File: src/rtl/pin_change_irq_pkg.sv
package pin_change_irq_pkg;
  localparam int PCI_PINS   = 11;
  localparam int PCI_GROUPS = 2;
  localparam int PCI_SYNC   = 2;
  // Group 1: upper nibble of the 8-bit port plus the three pins of the second port
  localparam logic [PCI_PINS-1:0] PCI_GRP1_SEL = 11'b111_1111_0000;

  function automatic logic [PCI_PINS-1:0] grp_members(input int g,
                                                     input logic [PCI_PINS-1:0] g1_sel);
    return (g == 0) ? ~g1_sel : g1_sel;
  endfunction
endpackage

File: src/rtl/pci_sync.sv
module pci_sync #(
  parameter int WIDTH  = 11,
  parameter int STAGES = 2
) (
  input  logic             clk,
  input  logic             rst,
  input  logic [WIDTH-1:0] d_async,
  output logic [WIDTH-1:0] q_sync
);
  logic [STAGES-1:0][WIDTH-1:0] stage_q;

  generate
    for (genvar s = 0; s < STAGES; s++) begin : g_stage
      if (s == 0) begin : g_first
        always_ff @(posedge clk) begin
          if (rst) stage_q[s] <= '0;
          else     stage_q[s] <= d_async;
        end
      end else begin : g_next
        always_ff @(posedge clk) begin
          if (rst) stage_q[s] <= '0;
          else     stage_q[s] <= stage_q[s-1];
        end
      end
    end
  endgenerate

  assign q_sync = stage_q[STAGES-1];
endmodule

File: src/rtl/pci_change_det.sv
module pci_change_det #(
  parameter int WIDTH = 11
) (
  input  logic             clk,
  input  logic             rst,
  input  logic [WIDTH-1:0] lvl,
  input  logic [WIDTH-1:0] suppress,
  output logic [WIDTH-1:0] changed
);
  logic [WIDTH-1:0] prev_q;

  // The previous sample tracks every cycle, masked or not, so the
  // reference level is already current when a mask is lifted.
  always_ff @(posedge clk) begin
    if (rst) prev_q <= '0;
    else     prev_q <= lvl;
  end

  generate
    for (genvar i = 0; i < WIDTH; i++) begin : g_pin
      assign changed[i] = (lvl[i] ^ prev_q[i]) & ~suppress[i];
    end
  endgenerate
endmodule

File: src/rtl/pci_flag.sv
module pci_flag #(
  parameter int                  WIDTH  = 11,
  parameter int                  GROUPS = 2,
  parameter logic [WIDTH-1:0]    G1_SEL = 11'b111_1111_0000
) (
  input  logic              clk,
  input  logic              rst,
  input  logic [WIDTH-1:0]  changed,
  input  logic [GROUPS-1:0] grp_en,
  input  logic              ack,
  output logic              set_any,
  output logic              flag_q,
  output logic              irq_q
);
  import pin_change_irq_pkg::*;

  logic [GROUPS-1:0] grp_hit;
  logic              flag_d;

  generate
    for (genvar g = 0; g < GROUPS; g++) begin : g_grp
      localparam logic [WIDTH-1:0] MEMB = grp_members(g, G1_SEL);
      assign grp_hit[g] = grp_en[g] & |(changed & MEMB);
    end
  endgenerate

  assign set_any = |grp_hit;

  always_comb begin
    flag_d = flag_q;
    if (ack)     flag_d = 1'b0;
    if (set_any) flag_d = 1'b1;
  end

  always_ff @(posedge clk) begin
    if (rst) begin
      flag_q <= 1'b0;
      irq_q  <= 1'b0;
    end else begin
      flag_q <= flag_d;
      irq_q  <= flag_d & |grp_en;
    end
  end
endmodule

File: src/rtl/pin_change_irq.sv
module pin_change_irq
  import pin_change_irq_pkg::*;
#(
  parameter int                    NUM_PINS    = PCI_PINS,
  parameter int                    SYNC_STAGES = PCI_SYNC,
  parameter logic [NUM_PINS-1:0]   GRP1_SEL    = PCI_GRP1_SEL
) (
  input  logic                  clk,
  input  logic                  rst,
  input  logic [NUM_PINS-1:0]   pin_in,
  input  logic [1:0]            grp_en,
  input  logic [NUM_PINS-1:0]   alt_active,
  input  logic                  ack,
  output logic                  chg_flag,
  output logic                  irq_req
);
  localparam int GROUPS = PCI_GROUPS;

  logic [NUM_PINS-1:0] lvl_sync;
  logic [NUM_PINS-1:0] changed;
  logic                set_any;

  pci_sync #(.WIDTH(NUM_PINS), .STAGES(SYNC_STAGES)) u_sync (
    .clk(clk), .rst(rst), .d_async(pin_in), .q_sync(lvl_sync)
  );

  pci_change_det #(.WIDTH(NUM_PINS)) u_det (
    .clk(clk), .rst(rst), .lvl(lvl_sync), .suppress(alt_active), .changed(changed)
  );

  pci_flag #(.WIDTH(NUM_PINS), .GROUPS(GROUPS), .G1_SEL(GRP1_SEL)) u_flag (
    .clk(clk), .rst(rst), .changed(changed), .grp_en(grp_en), .ack(ack),
    .set_any(set_any), .flag_q(chg_flag), .irq_q(irq_req)
  );
endmodule

File: config.mk
export PLATFORM = sky130hd
export DESIGN_NAME = pin_change_irq
export DESIGN_NICKNAME = d
export VERILOG_FILES = /design/src/rtl/pin_change_irq_pkg.sv /design/src/rtl/pci_sync.sv /design/src/rtl/pci_change_det.sv /design/src/rtl/pci_flag.sv /design/src/rtl/pin_change_irq.sv
export SDC_FILE = /design/constraint.sdc
export NUM_CORES = 1
export LEC_CHECK = 0
export ABC_AREA = 0
export BUFFER_PORTS_ARGS = -buffer_cell sky130_fd_sc_hd__buf_2
export CORE_UTILIZATION = 25
export DETAILED_ROUTE_END_ITERATION = 16
export PLACE_DENSITY_LB_ADDON = 0.12
export REMOVE_ABC_BUFFERS = 1
export SYNTH_ARGS = -nofsm -noshare
export SYNTH_HDL_FRONTEND = slang
export SYNTH_SLANG_ARGS = --single-unit
File: constraint.sdc
create_clock -name clk -period 1.2 [get_ports clk]
set_input_delay 0.12 -clock clk [delete_from_list [all_inputs] [get_ports clk]]
set_output_delay 0.12 -clock clk [all_outputs]
set_load 0.05 [all_outputs]
Word level (Yosys, flattened, before mapping)
Index checks and enable logic that the tools add are counted.
- output and inout port bits: 2
- flip-flop bits (word level): 35
- muxes and demuxes: 2
- bitwise operators: 36
- reduce and logical (&&, ||, !) cells: 4
- operator list (kind ; count):
    AND 1 bit ; 14
    inverter 1 bit ; 11
    XOR 1 bit ; 11
    OR reduction 7 bit ; 1
    OR reduction 2 bit ; 2
    OR reduction 4 bit ; 1
    2-to-1 mux 1 bit ; 2

Logic depth before layout (Yosys ltp)
- depth after elaboration: 7
- gate-level depth with buffers: 4
- mapped depth without buffers: 4

Hierarchy
From an unflattened synthesis, not the netlist that was laid out.
- cells, all modules: 112
- area total of the unflattened synthesis: 1300.0 um^2
- by module, submodules not included (module ; seq. area each (um^2) ; area each (um^2) ; cells an instance ; times used):
    pci_sync ; 440.4 ; 723.2 ; 57 ; 1
    pci_change_det ; 220.2 ; 462.9 ; 45 ; 1
    pci_flag ; 40.0 ; 113.9 ; 10 ; 1

Least setup slack after synthesis
OpenSTA, ideal clock, no wires.
- path kind: register to register
- start point: register u_flag.flag_q
- end point: register u_flag.irq_q
- setup slack: -0.210 ns
- arrival: 1.348 ns
- cell stages (with the launch flop): 4
- setup time: 0.062 ns
- required time: 1.138 ns
- path buffers: 0
- clock period less this slack: 1.410 ns
- cell sequence: dfxtp_1 > clkinv_1 > or4_1 > nand3_1
- word-level cells in the longest chain between the ends: 3
- ends and longest elaborated chain (element ; line ; text):
    from (decl) ; pci_flag.sv:12 ; output logic flag_q,
    from (signal assigned) ; pci_flag.sv:40 ; flag_q <= flag_d;
    2-to-1 mux 1 bit ; pci_flag.sv:31 ; if (ack) flag_d = 1'b0;
    2-to-1 mux 1 bit ; pci_flag.sv:32 ; if (set_any) flag_d = 1'b1;
    AND 1 bit ; pci_flag.sv:41 ; irq_q <= flag_d & |grp_en;
    to (signal assigned) ; pci_flag.sv:41 ;
    to (decl) ; pci_flag.sv:13 ; output logic irq_q
No other way between the ends.
A chain may end at the register's enable or synchronous reset.

Worst setup path in the final report
- start point: register u_det.prev_q[4]
- end point: register u_flag.flag_q
- word-level cells in the longest chain between the ends: 6
- ends and longest elaborated chain (element ; line ; text):
    from (decl) ; pci_change_det.sv:10 ; logic [WIDTH-1:0] prev_q;
    from (signal assigned) ; pci_change_det.sv:16 ; else prev_q <= lvl;
    XOR 1 bit ; pci_change_det.sv:21 ; assign changed[i] = (lvl[i] ^ prev_q[i]) & ~suppress[i];
    AND 1 bit ; pci_change_det.sv:21 ;
    OR reduction 7 bit ; pci_flag.sv:23 ; assign grp_hit[g] = grp_en[g] & |(changed & MEMB);
    AND 1 bit ; pci_flag.sv:23 ;
    OR reduction 2 bit ; pci_flag.sv:27 ; assign set_any = |grp_hit;
    2-to-1 mux 1 bit ; pci_flag.sv:32 ;
No other way between the ends.

==> out/results.tsv <==
stage	metric	value	unit
sta	highest clock rate	801	MHz
global_route	GRT Overall Usage	0.0868	
critical_path	crit-path max cell delay	0.32	ns
logic_synthesis	Synth Cell Area	0.00113	mm2
layout	Layout area overhead	25.0	%
global_route	largest net degree at the start of global routing	25	
floorplanning	Die Wd	69.2	um
global_route	aggregate global routing overflow	0	
critical_path	Worst Reg-to-Reg Cells	4	
clock_tree	Worst-path clk slew	0.07	ns
logic_synthesis	sequential fraction of the synthesis area	0.620	
logic_synthesis	Synth async-reset ratio	0	
layout	multi-input logic area	390	um2
critical_path	RR Endpoint	u_flag.flag_q	
detailed_routing	Routed Antenna Nets	0	
sta	Final Hold Fails	0	
layout	most frequent cells in the layout	dfxtp_1, nor2b_1, buf_2	
hold_path	Hold EP	u_sync.stage_q[3]	
placed_design	I/O Buffers	28	
global_route	antenna violations before repair	0	
detailed_routing	DR vias	742	
logic_synthesis	Synth Warn #	0	
detailed_routing	Via density	3.99	
floorplanning	CORE AREA	0.00435	mm2
logic_synthesis	cell count after synthesis	100	
clock_tree	CTS resizes	0	
global_route	first-pass GRT wire length	3130	um
critical_path	cell family with most CP delay	compound AO/OA/AOI/OAI gates	
placed_design	gpl congestion	0.661	
floorplanning	Initial Util	0.259	
layout	layout cells sized above 1	0.276	
run_status	status	finished, violations left	
sta	Fin Hold WS	0.0457	ns
critical_path	Critical Path Fanout Max	2	
logic_synthesis	Post-synth top flop	dfxtp_1	
critical_path	Required @ worst endpoint	1.35	ns
detailed_routing	number of remaining DRC errors	0	
critical_path	CP startpoint kind	register	
critical_path	crit-path cells	xor2_1 > a222oi_1 > a311o_1 > o311ai_1	
run_status	violated checks	setup timing	
critical_path	Setup crit end kind	register	
critical_path	R2R setup slack	-0.05	ns
clock_tree	CTS root buf	clkbuf_8	
logic_synthesis	FF+latch count, synth	35	
global_route	number of global-route vias before repair	745	
logic_synthesis	synth unique cells	19	
power	pwr/cell area	1560	mW/mm2
sta	Final setup viols	2	
critical_path	CP bufs+invs	0	
logic_synthesis	Post-synth EDFFs	0	
power	Pwr Total	2.20	mW
sta	clock skew	0.00441	ns
clock_tree	CTS tree	built	
clock_tree	Post-CTS Setup Bufs	0	
sta	RSZ-0062 raised after global routing	yes	
sta	Worst-Margin Slew	0.285	ns
detailed_routing	Post-Route WL	1810	um
sta	setup ws final	-0.0488	ns
detailed_routing	First-pass DRT Iterations	4	
sta	Tcrit/Tclk final	1.04	
clock_tree	CTS H-tree lvls	2	
layout	number of fill cells	460	
critical_path	slowest stage cell, crit path	a222oi_1	
floorplanning	Die Ht	69.2	um
floorplanning	Ports	29	
layout	most common cell after layout, fill and taps aside	dfxtp_1	
clock_tree	Skew-Pair Late Insertion Delay	0.28	ns
critical_path	crit path kind	register to register	
detailed_routing	WL/cell	9.74	um
critical_path	FF-to-FF Start	u_det.prev_q[4]	
placed_design	Post-DP HPWL	1280	um
hold_path	Hold Startpoint	pin_in[3]	
floorplanning	Site Rows	24	
run	max-cap violation count	0	
sta	Max Transition Viols Final	0	
clock_tree	Sink Count	35	
clock_tree	Max Root-Sink Buffers	2	
detailed_routing	Initial DRC Count	17	
critical_path	Crit path arrival time	1.40	ns
sta	Rel. slew slack	0.810	
layout	FF/Latch Area	701	um2
hold_path	Hold WC Path Type	primary input to register	
layout	# diodes	0	
layout	nets@finish	160	
hold_path	WHS Path Cells	2	
power	Leakage Power	0.599	nW
sta	Final min period	1.25	ns
power	Max VDD drop	0.582	mV
clock_tree	Post-CTS Hold Buffers	0	
floorplanning	Die Area	0.00479	mm2
clock_tree	Inserted Clock Buffers	5	
logic_synthesis	syn_area_per_cell	11.3	um2
[synth_stat cells (2+ instances only)]
library cell,instances,share of area
xnor2_1,8,0.062
inv_1,3,0.010
o22ai_1,2,0.011
clkbuf_1,3,0.010
xor2_1,3,0.023
o22a_1,2,0.016
nor2b_1,33,0.18
dfxtp_1,35,0.62
[cell families (layout without fill, tap and decap cells)]
family	Yosys count	count (layout)	synth area share
flops	35	35	0.620
buf+inv	9	43	0.0343
xor+xnor	11	11	0.0853
simple gates	37	37	0.204
compound gates	8	8	0.0565
[cell type report]
type / count / share of cell area
tap: 52 / 0.0461
clock buffer: 7 / 0.0540
sequential: 35 / 0.496
multi-input combinational: 56 / 0.276
inverter: 5 / 0.0142
clock inverter: 1 / 0.00354
timing repair buffer: 30 / 0.110
[report_power, final]
| part | leakage, nW | switching [mW] | internal (mW) |
|---|---|---|---|
| clock | 0.0422 | 0.377 | 0.406 |
| combinational | 0.269 | 0.0931 | 0.0934 |
| sequential | 0.288 | 0.0182 | 1.22 |
| total | 0.599 | 0.488 | 1.72 |
[worst reg2reg max path, delay by kind of cell (launching register included)]
family / cells / cell delay, ns
AO/OA/AOI/OAI: 3 / 0.66
flip-flops: 1 / 0.31
XOR/XNOR: 1 / 0.15
[timing repair]
action,in CTS,in global routing
endpoints found under the setup margin,2,2
pin swaps,2,0
hold endpoints to repair,0,0
[routing by layer]
metal	global-route usage	share of wire	vias to the layer above
met5	0	0	-
met2	0.137	0.44	20
li1	-	-	379
met4	0.0680	0.034	0
met3	0.0436	0.075	6
met1	0.0860	0.45	337
[flip-flops by register name, summed over array words and instances, names as in the netlist]
| name | cells |
|---|---|
| u_flag.flag_q | 1 |
| u_det.prev_q | 11 |
| u_sync.q_sync | 11 |
| u_sync.stage_q | 11 |
| u_flag.irq_q | 1 |
[worst max-delay path by stage]
| stage | start | end | slack (ns) | cells after the start |
|---|---|---|---|---|
| after CTS | u_det.prev_q[4] | u_flag.flag_q | -0.07 | 4 |
| after global routing | u_det.prev_q[4] | u_flag.flag_q | -0.17 | 4 |
| final | u_det.prev_q[4] | u_flag.flag_q | -0.05 | 4 |
| after detailed placement | u_det.prev_q[4] | u_flag.flag_q | -0.09 | 4 |
| after floorplan | u_flag.flag_q | u_flag.irq_q | -0.21 | 3 |
| after global placement | u_det.prev_q[4] | u_flag.flag_q | -0.04 | 4 |
[per-stage QoR]
step	setup slack (ns)	cells	utilization	area (um2)	setup TNS, ns
floorplan	-0.210	96	-	1110	-0.210
global placement	-0.0435	178	0.306	1330	-0.0459
detailed placement	-0.0859	178	0.306	1330	-0.121
CTS	-0.0706	186	0.324	1410	-0.0907
global route	-0.169	186	0.324	1410	-0.304
finish	-0.0488	186	0.324	1410	-0.0512
(Power assumes the default switching activity.)
